File: config.mk
export PLATFORM = sky130hd
export DESIGN_NAME = irq_status_unit
export DESIGN_NICKNAME = d
export VERILOG_FILES = /design/src/rtl/irq_pkg.sv /design/src/rtl/irq_cause_bit.sv /design/src/rtl/irq_host_port.sv /design/src/rtl/irq_status_unit.sv
export SDC_FILE = /design/constraint.sdc
export NUM_CORES = 1
export LEC_CHECK = 0
export ABC_AREA = 1
export CORE_AREA = 3 3 40 42
export CTS_BUF_LIST = sky130_fd_sc_hd__clkbuf_4 sky130_fd_sc_hd__clkbuf_8
export DETAILED_ROUTE_END_ITERATION = 7
export DIE_AREA = 0 0 43 45
export DONT_BUFFER_PORTS = 1
export PLACE_DENSITY = 0.84
export RECOVER_POWER = 50
export SETUP_SLACK_MARGIN = 0.02
export SYNTH_ARGS = -nofsm -noshare
export SYNTH_HDL_FRONTEND = slang
export SYNTH_SLANG_ARGS = --single-unit
File: constraint.sdc
create_clock -name clk -period 1.3 [get_ports clk]
set_input_delay 0.065 -clock clk [delete_from_list [all_inputs] [get_ports clk]]
set_output_delay 0.065 -clock clk [all_outputs]
set_load 0.005 [all_outputs]
File: src/rtl/irq_pkg.sv
package irq_pkg;
  localparam int NUM_CAUSES = 6;
  localparam int REG_W      = 8;
  localparam int ADDR_W     = 2;
  // cause vector index (also hi-byte bit minus 2)
  localparam int C_SWI = 0;
  localparam int C_MGT = 1;
  localparam int C_RUS = 2;
  localparam int C_CUI = 3;
  localparam int C_RXF = 4;
  localparam int C_CMD = 5;
  localparam int PAD_W = REG_W - NUM_CAUSES;

  typedef enum logic [ADDR_W-1:0] {
    OFS_STATE = 2'd0,
    OFS_CAUSE = 2'd1,
    OFS_RSVD  = 2'd2,
    OFS_CTRL  = 2'd3
  } reg_ofs_e;

  localparam int CTRL_MASK_BIT = 0;
  localparam int CTRL_SWI_BIT  = 1;
endpackage

File: src/rtl/irq_cause_bit.sv
module irq_cause_bit (
  input  logic clk,
  input  logic rst_n,
  input  logic set_i,
  input  logic clr_i,
  output logic cause_o,
  output logic cause_next_o
);
  logic q;

  always_comb begin
    if (set_i)      cause_next_o = 1'b1;
    else if (clr_i) cause_next_o = 1'b0;
    else            cause_next_o = q;
  end

  always_ff @(posedge clk or negedge rst_n) begin
    if (!rst_n) q <= 1'b0;
    else        q <= cause_next_o;
  end

  assign cause_o = q;

  p_event_sets_r2: assert property (@(posedge clk) disable iff (!rst_n)
    set_i |=> cause_o);
  p_sticky_r3: assert property (@(posedge clk) disable iff (!rst_n)
    (cause_o && !clr_i) |=> cause_o);
  p_ack_clears_r4: assert property (@(posedge clk) disable iff (!rst_n)
    (clr_i && !set_i) |=> !cause_o);
endmodule

File: src/rtl/irq_host_port.sv
module irq_host_port
  import irq_pkg::*;
#(
  parameter int CU_W = 2,
  parameter int RU_W = 6
) (
  input  logic                  clk,
  input  logic                  rst_n,
  input  logic [ADDR_W-1:0]     addr_i,
  input  logic                  wr_i,
  input  logic                  rd_i,
  input  logic [REG_W-1:0]      wdata_i,
  input  logic [NUM_CAUSES-1:0] cause_i,
  input  logic [CU_W-1:0]       cu_state_i,
  input  logic [RU_W-1:0]       ru_state_i,
  output logic [NUM_CAUSES-1:0] ack_o,
  output logic                  swi_o,
  output logic                  mask_o,
  output logic                  mask_next_o,
  output logic [REG_W-1:0]      rdata_o
);
  localparam int STATE_W = CU_W + RU_W;

  logic            mask_q;
  logic            ctrl_wr;
  logic [REG_W-1:0] rd_mux;
  logic [STATE_W-1:0] state_byte;

  assign state_byte  = {cu_state_i, ru_state_i};
  assign ctrl_wr     = wr_i && (addr_i == OFS_CTRL);
  assign swi_o       = ctrl_wr && wdata_i[CTRL_SWI_BIT];
  assign ack_o       = (wr_i && (addr_i == OFS_CAUSE)) ? wdata_i[REG_W-1:PAD_W]
                                                      : '0;
  assign mask_next_o = ctrl_wr ? wdata_i[CTRL_MASK_BIT] : mask_q;

  always_comb begin
    rd_mux = '0;
    case (addr_i)
      OFS_STATE: rd_mux = REG_W'(state_byte);
      OFS_CAUSE: rd_mux = {cause_i, {PAD_W{1'b0}}};
      OFS_CTRL:  rd_mux[CTRL_MASK_BIT] = mask_q;
      default:   rd_mux = '0;
    endcase
  end

  always_ff @(posedge clk or negedge rst_n) begin
    if (!rst_n) begin
      mask_q  <= 1'b1;
      rdata_o <= '0;
    end else begin
      mask_q <= mask_next_o;
      if (rd_i) rdata_o <= rd_mux;
    end
  end

  assign mask_o = mask_q;

  p_rdata_hold_r10: assert property (@(posedge clk) disable iff (!rst_n)
    !rd_i |=> $stable(rdata_o));
  p_ctrl_swi_reads_zero_r6: assert property (@(posedge clk) disable iff (!rst_n)
    (rd_i && addr_i == OFS_CTRL) |=> !rdata_o[CTRL_SWI_BIT]);
endmodule

File: src/rtl/irq_status_unit.sv
module irq_status_unit
  import irq_pkg::*;
#(
  parameter int CU_W = 2,
  parameter int RU_W = 6
) (
  input  logic                  clk,
  input  logic                  rst_n,
  input  logic                  cmd_done_i,
  input  logic                  rx_frame_i,
  input  logic                  cu_idle_i,
  input  logic                  ru_stall_i,
  input  logic                  mgmt_done_i,
  input  logic [CU_W-1:0]       cu_state_i,
  input  logic [RU_W-1:0]       ru_state_i,
  input  logic [ADDR_W-1:0]     host_addr_i,
  input  logic                  host_wr_i,
  input  logic                  host_rd_i,
  input  logic [REG_W-1:0]      host_wdata_i,
  output logic [REG_W-1:0]      host_rdata_o,
  output logic                  irq_o
);
  logic [NUM_CAUSES-1:0] ev, ack, cause_q, cause_d;
  logic swi, mask_q, mask_d, irq_q;

  assign ev[C_CMD] = cmd_done_i;
  assign ev[C_RXF] = rx_frame_i;
  assign ev[C_CUI] = cu_idle_i;
  assign ev[C_RUS] = ru_stall_i;
  assign ev[C_MGT] = mgmt_done_i;
  assign ev[C_SWI] = swi;

  for (genvar g = 0; g < NUM_CAUSES; g++) begin : g_cause
    irq_cause_bit i_bit (
      .clk          (clk),
      .rst_n        (rst_n),
      .set_i        (ev[g]),
      .clr_i        (ack[g]),
      .cause_o      (cause_q[g]),
      .cause_next_o (cause_d[g])
    );
  end

  irq_host_port #(.CU_W(CU_W), .RU_W(RU_W)) i_port (
    .clk         (clk),
    .rst_n       (rst_n),
    .addr_i      (host_addr_i),
    .wr_i        (host_wr_i),
    .rd_i        (host_rd_i),
    .wdata_i     (host_wdata_i),
    .cause_i     (cause_q),
    .cu_state_i  (cu_state_i),
    .ru_state_i  (ru_state_i),
    .ack_o       (ack),
    .swi_o       (swi),
    .mask_o      (mask_q),
    .mask_next_o (mask_d),
    .rdata_o     (host_rdata_o)
  );

  always_ff @(posedge clk or negedge rst_n) begin
    if (!rst_n) irq_q <= 1'b0;
    else        irq_q <= (|cause_d) && !mask_d;
  end

  assign irq_o = irq_q;

  p_mask_quiet_r8: assert property (@(posedge clk) disable iff (!rst_n)
    mask_q |-> !irq_o);
  p_irq_needs_cause_r7: assert property (@(posedge clk) disable iff (!rst_n)
    irq_o |-> (cause_q != '0));
  p_irq_when_open_r7: assert property (@(posedge clk) disable iff (!rst_n)
    ((cause_q != '0) && !mask_q) |-> irq_o);
  p_same_cycle_event_wins_r5: assert property (@(posedge clk) disable iff (!rst_n)
    (ev[C_CMD] && ack[C_CMD]) |=> cause_q[C_CMD]);
endmodule

# Yosys cells after proc, flatten, opt, wreduce, memory -nomap -nowiden

Index checks and enable logic that the tools add are counted.

Equality and inequality tests: 2
Mux-type cells: 16
Reductions and logical operators: 7

Operator list:

| operator           | number |
|---|---|
| $pmux 7 s2         | 1 |
| $mux 1             | 13 |
| $mux 6             | 1 |
| $reduce_or 6->1    | 1 |
| $logic_and 1x1->1  | 4 |
| $eq 2x1->1 const B | 1 |
| $eq 2x2->1 const B | 1 |
| $logic_not 2->1    | 1 |
| $pmux 1 s2         | 1 |
| $logic_not 1->1    | 1 |

Register bits: 16
Logic and storage cells: 34
Output and inout bits: 9
Bits of input ports: 27

# Longest topological paths before layout

Depth after elaboration: 7
Gate-level depth with buffers: 9
Gate-level depth less buffers: 9

# By module

A second synthesis with hierarchy kept.

Cells, all modules: 120
Area, all modules: 827.0 sq um

Modules (own cells, without submodules):

| module          | area each (sq um) | instances | seq. area each (sq um) | cells an instance |
|---|---|---|---|---|
| irq_host_port   | 534.3             | 1         | 226.5                  | 82 |
| irq_cause_bit   | 40.0              | 6         | 25.0                   | 5 |
| irq_status_unit | 52.6              | 1         | 25.0                   | 8 |

# Worst setup path before layout

No wires, ideal clock.

Kind: input to register
Start point: input host_addr_i[1]
End point: register irq_q, in the netlist irq_o
Path slack: 0.390 ns
Path buffers: 0
Arrival time: 0.798 ns
Stages on the path: 9
Data required time: 1.187 ns
Library setup time: 0.113 ns
Path through: inv_1 ha_1 nand3_1 nand2_1 nand2_2 nor2_1 nand3_1 nand2_1 inv_1

Longest elaborated chain between the ends: 7
Elaborated cells on any way between the ends: 22
Classes of those cells: 2 x eq/ne; 14 x mux; 6 x reduce/logical

RTL lines:

| element                                 | line                  | RTL |
|---|---|---|
| start: declaration                      | irq_status_unit.sv:16 | `input logic [ADDR_W-1:0] host_addr_i,` |
| $eq 2x1->1                              | irq_host_port.sv:32   | `assign ack_o = (wr_i && (addr_i == OFS_CAUSE)) ? wdata_i[REG_W-1:PAD_W]` |
| $logic_and 1x1->1                       | irq_host_port.sv:32   |  |
| $mux 6                                  | irq_host_port.sv:32   |  |
| $mux 1                                  | irq_cause_bit.sv:13   | `else if (clr_i) cause_next_o = 1'b0;` |
| $mux 1                                  | irq_cause_bit.sv:12   | `if (set_i) cause_next_o = 1'b1;` |
| named net g_cause[2].i_bit.cause_next_o | irq_cause_bit.sv:7    | `output logic cause_next_o` |
| $reduce_or 6->1                         | irq_status_unit.sv:63 | `else irq_q <= (\|cause_d) && !mask_d;` |
| $logic_and 1x1->1                       | irq_status_unit.sv:63 |  |
| end signal: assignment                  | irq_status_unit.sv:63 |  |
| end: declaration                        | irq_status_unit.sv:24 | `logic swi, mask_q, mask_d, irq_q;` |

The timed path passes the listed nets, and every way through them passes these cells.
A chain may end at the register's enable or synchronous reset.

# Worst setup path after layout

Start point: register g_cause[4].i_bit.q
End point: register g_cause[4].i_bit.q

Longest elaborated chain between the ends: 2

RTL lines:

| element                                 | line                | RTL |
|---|---|---|
| start: declaration                      | irq_cause_bit.sv:9  | `logic q;` |
| start signal: assignment                | irq_cause_bit.sv:19 | `else q <= cause_next_o;` |
| $mux 1                                  | irq_cause_bit.sv:13 |  |
| $mux 1                                  | irq_cause_bit.sv:12 |  |
| named net g_cause[4].i_bit.cause_next_o | irq_cause_bit.sv:7  |  |

The timed path passes the listed nets, and every way through them passes these cells.

==> impl_results.md <==
* Status: complete, no violations
* Most frequent cell after synthesis: nand2_1
* Net Sw Power at 271 uW
* Sw Share at 0.253
* Worst Path Buf+Inv at 1
* Register bit total from synthesis at 16
* Dpl cell area at 771 sq um
* Netlist cell types at 13
* Synth top area share at 0.494
* Number of flops mapped to enable cells by yosys at 0
* Internal power at 800 uW
* Number of global-route vias before repair at 743
* Mapped cell area at 759 sq um
* Via Count at 715
* Worst VDD drop at 0.828 mV
* Asr flop ratio synth at 1.00
* Vias per cell at 5.59
* Core Util, Final at 0.786
* Slew Viols, Final at 0
* PwrDens at 1060 mW/mm^2
* Leading area contributor after synthesis: dfrtp_1
* Rel. slew slack at 0.518
* Worst path max stage delay at 0.55 ns
* Fin crit share at 0.927
* Logic gate share of total power at 0.152
* Clk pwr share at 0.306
* Worst Hold Class: in -> reg
* First-pass GRT wire length at 3.19 mm
* GP Congestion at 0.801
* # clock sinks at 16
* Startpoint Class: flop
* Avg WL per Cell at 15.7 um
* Initial Utilization at 0.591
* DP HPWL at 1.22 mm
* Grt ovf at 0
* Total core area at 0.00128 sq mm
* Top cells by count, synth: nand2_1 (31), dfrtp_1 (15), nand3_1 (14)
* Mapped Cells at 90
* DIE HEIGHT at 45 um
* GRT Overall Usage at 0.226
* Clk_skew at 0.00239 ns
* YS warnings at 0
* Leakage Power at 0.000516 uW
* I/O Pins at 36
* Drt first pass iters at 4
* CTS max path bufs at 2
* Initial antenna violation count at 0
* Row count at 13
* Antenna Cells at 0
* Largest net degree at the start of global routing at 17
* Critical Path End Type: flop
* Worst skew pair latency at 0.28 ns
* Post-route cell area at 0.00101 sq mm
* Crit path cell chain: nand2_1 -> nand2_2 -> dlygate4sd3_1
* Worst slew pin tran at 0.721 ns
* Syn-to-layout area delta at 32.9%
* Worst Setup Path Type: reg -> reg
* Critical-path top delay cell: dlygate4sd3_1
* Port bufs at 0
* Max Cap Viol at 0
* Top cells by area, synth: dfrtp_1 (49%), nand2_1 (15%), nand3_1 (9.2%), inv_1 (5.4%), ha_1 (4.9%)
* Delay-heaviest family, CP: buffers and inverters
* Layout cell share with drive strength beyond 1 at 0.115
* CTS buffer count at 3
* Min cycle time layout at 1.21 ns
* Max Fclk at 0.829 GHz
* Setup TNS at 0 ns
* Clock-pin slew on the worst setup and hold paths at 0.10 ns
* WL final at 2.01 mm
* Root Buffer: clkbuf_4
* Final ANT Viol Nets at 0
* TritonCTS clock tree: built
* Seq/Total Area, Yosys at 0.529
* H-tree levels at 1
* Flop pwr share at 0.542
* # nets final at 144
* Chip Width at 43 um
* Ys flop type: dfrtp_1
* Final setup vio count at 0
* Syn_nets at 120
* Data required time of the worst path at 1.47 ns
* First DRT Iteration DRCs at 25
* Final hold vios at 0
* Syn avg cell area at 8.44 sq um
* Worst EP arrival at 1.38 ns
* RSZ-0062 raised after global routing: false
* Die area at 0.00194 sq mm
* Setup repair bufs after CTS at 0
* Post-route DRC violation count at 0
* CP Max Fanout at 2
## metal layers
layer | vias to the layer above | global-route usage | wire [um]
met5 | - | 0 | 0
met2 | 47 | 0.401 | 1030
met4 | 0 | 0.157 | 85
met3 | 10 | 0.0637 | 210
met1 | 328 | 0.231 | 675
li1 | 330 | - | -
## cell usage in the layout (no fill, tap or decap)
| cell | netlist | final |
|---|---|---|
| ha_1 | 3 | 3 |
| nor2_1 | 3 | 3 |
| clkbuf_8 | 0 | 1 |
| clkbuf_4 | 0 | 3 |
| nand3_1 | 14 | 14 |
| dfstp_2 | 1 | 1 |
| nand2_2 | 4 | 4 |
| dfrtp_1 | 15 | 15 |
| inv_1 | 11 | 11 |
| a22o_1 | 3 | 3 |
| o21ai_2 | 1 | 1 |
| dlygate4sd3_1 | 0 | 19 |
| dlymetal6s4s_1 | 0 | 1 |
| nor2_2 | 1 | 1 |
| nand2_1 | 31 | 31 |
| inv_2 | 2 | 2 |
## stage by stage
| stage | hold slack (ns) | setup slack, ns | cells | total power [uW] |
|---|---|---|---|---|
| 3_5_place_dp | -0.230 | 0.268 | 104 | 684 |
| 4_1_cts | 0.00656 | 0.0580 | 128 | 1060 |
| 2_1_floorplan | -0.231 | 0.390 | 90 | 665 |
| 3_3_place_gp | -0.230 | 0.305 | 104 | 679 |
| 6_report | 0.00601 | 0.0943 | 128 | 1070 |
| 5_1_grt | 0.0163 | 0.0427 | 128 | 1130 |
## worst reg2reg max path, delay by kind of cell, from the launching register on
kind | cells | cell delay (ns)
buffers and inverters | 1 | 0.55
DFF | 1 | 0.41
and+or+nand+nor | 2 | 0.14
## sequential cells by signal, summed over array words and instances, names as in the netlist
name	count
i_port.rdata_o	8
g_cause.i_bit.cause_o	6
i_port.mask_o	1
irq_o	1
## power by group through the flow
stage,Sequential [uW],Combinational [uW],Clock [uW]
6_report,581,163,327
2_1_floorplan,580,84.6,0
3_3_place_gp,588,91.3,0
4_1_cts,579,157,324
5_1_grt,585,184,358
3_5_place_dp,589,95.5,0
## repair_timing
| item | in CTS | in global routing |
|---|---|---|
| resized for setup | 0 | 1 |
| endpoints found under the hold margin | 31 | 0 |
| hold buffers | 20 | 0 |
| endpoints found under the setup margin | 0 | 1 |
## path summary, 6_finish.rpt
path	startpoint	endpoint	slack, ns	cells after the start
worst max register to register	g_cause[4].i_bit.cause_o	g_cause[4].i_bit.cause_o	0.09	3
min in group asynchronous	rst_n	i_port.rdata_o[5]	0.27	1
worst max-delay path	g_cause[4].i_bit.cause_o	g_cause[4].i_bit.cause_o	0.09	3
worst min register to register	g_cause[0].i_bit.cause_o	i_port.rdata_o[2]	0.53	2
max in group asynchronous	rst_n	g_cause[5].i_bit.cause_o	0.58	1
worst min-delay path	host_rd_i	i_port.rdata_o[5]	0.006	3
## cell families after synthesis
kind of cell	after synthesis	share of synthesized area
adders and majority gates	3	0.0494
and+or+nand+nor	53	0.301
DFF	16	0.529
buffers and inverters	14	0.0741
AOI/OAI and AO/OA	4	0.0461
## final cells by class
type,instances,area [sq um]
fillers,86,275
well taps,15,18.8
flip-flops and latches,16,402
clock buffers,4,36.3
multi-input cells,60,302
repair buffers,20,203
inverters,13,48.8
(Power assumes the default switching activity.)
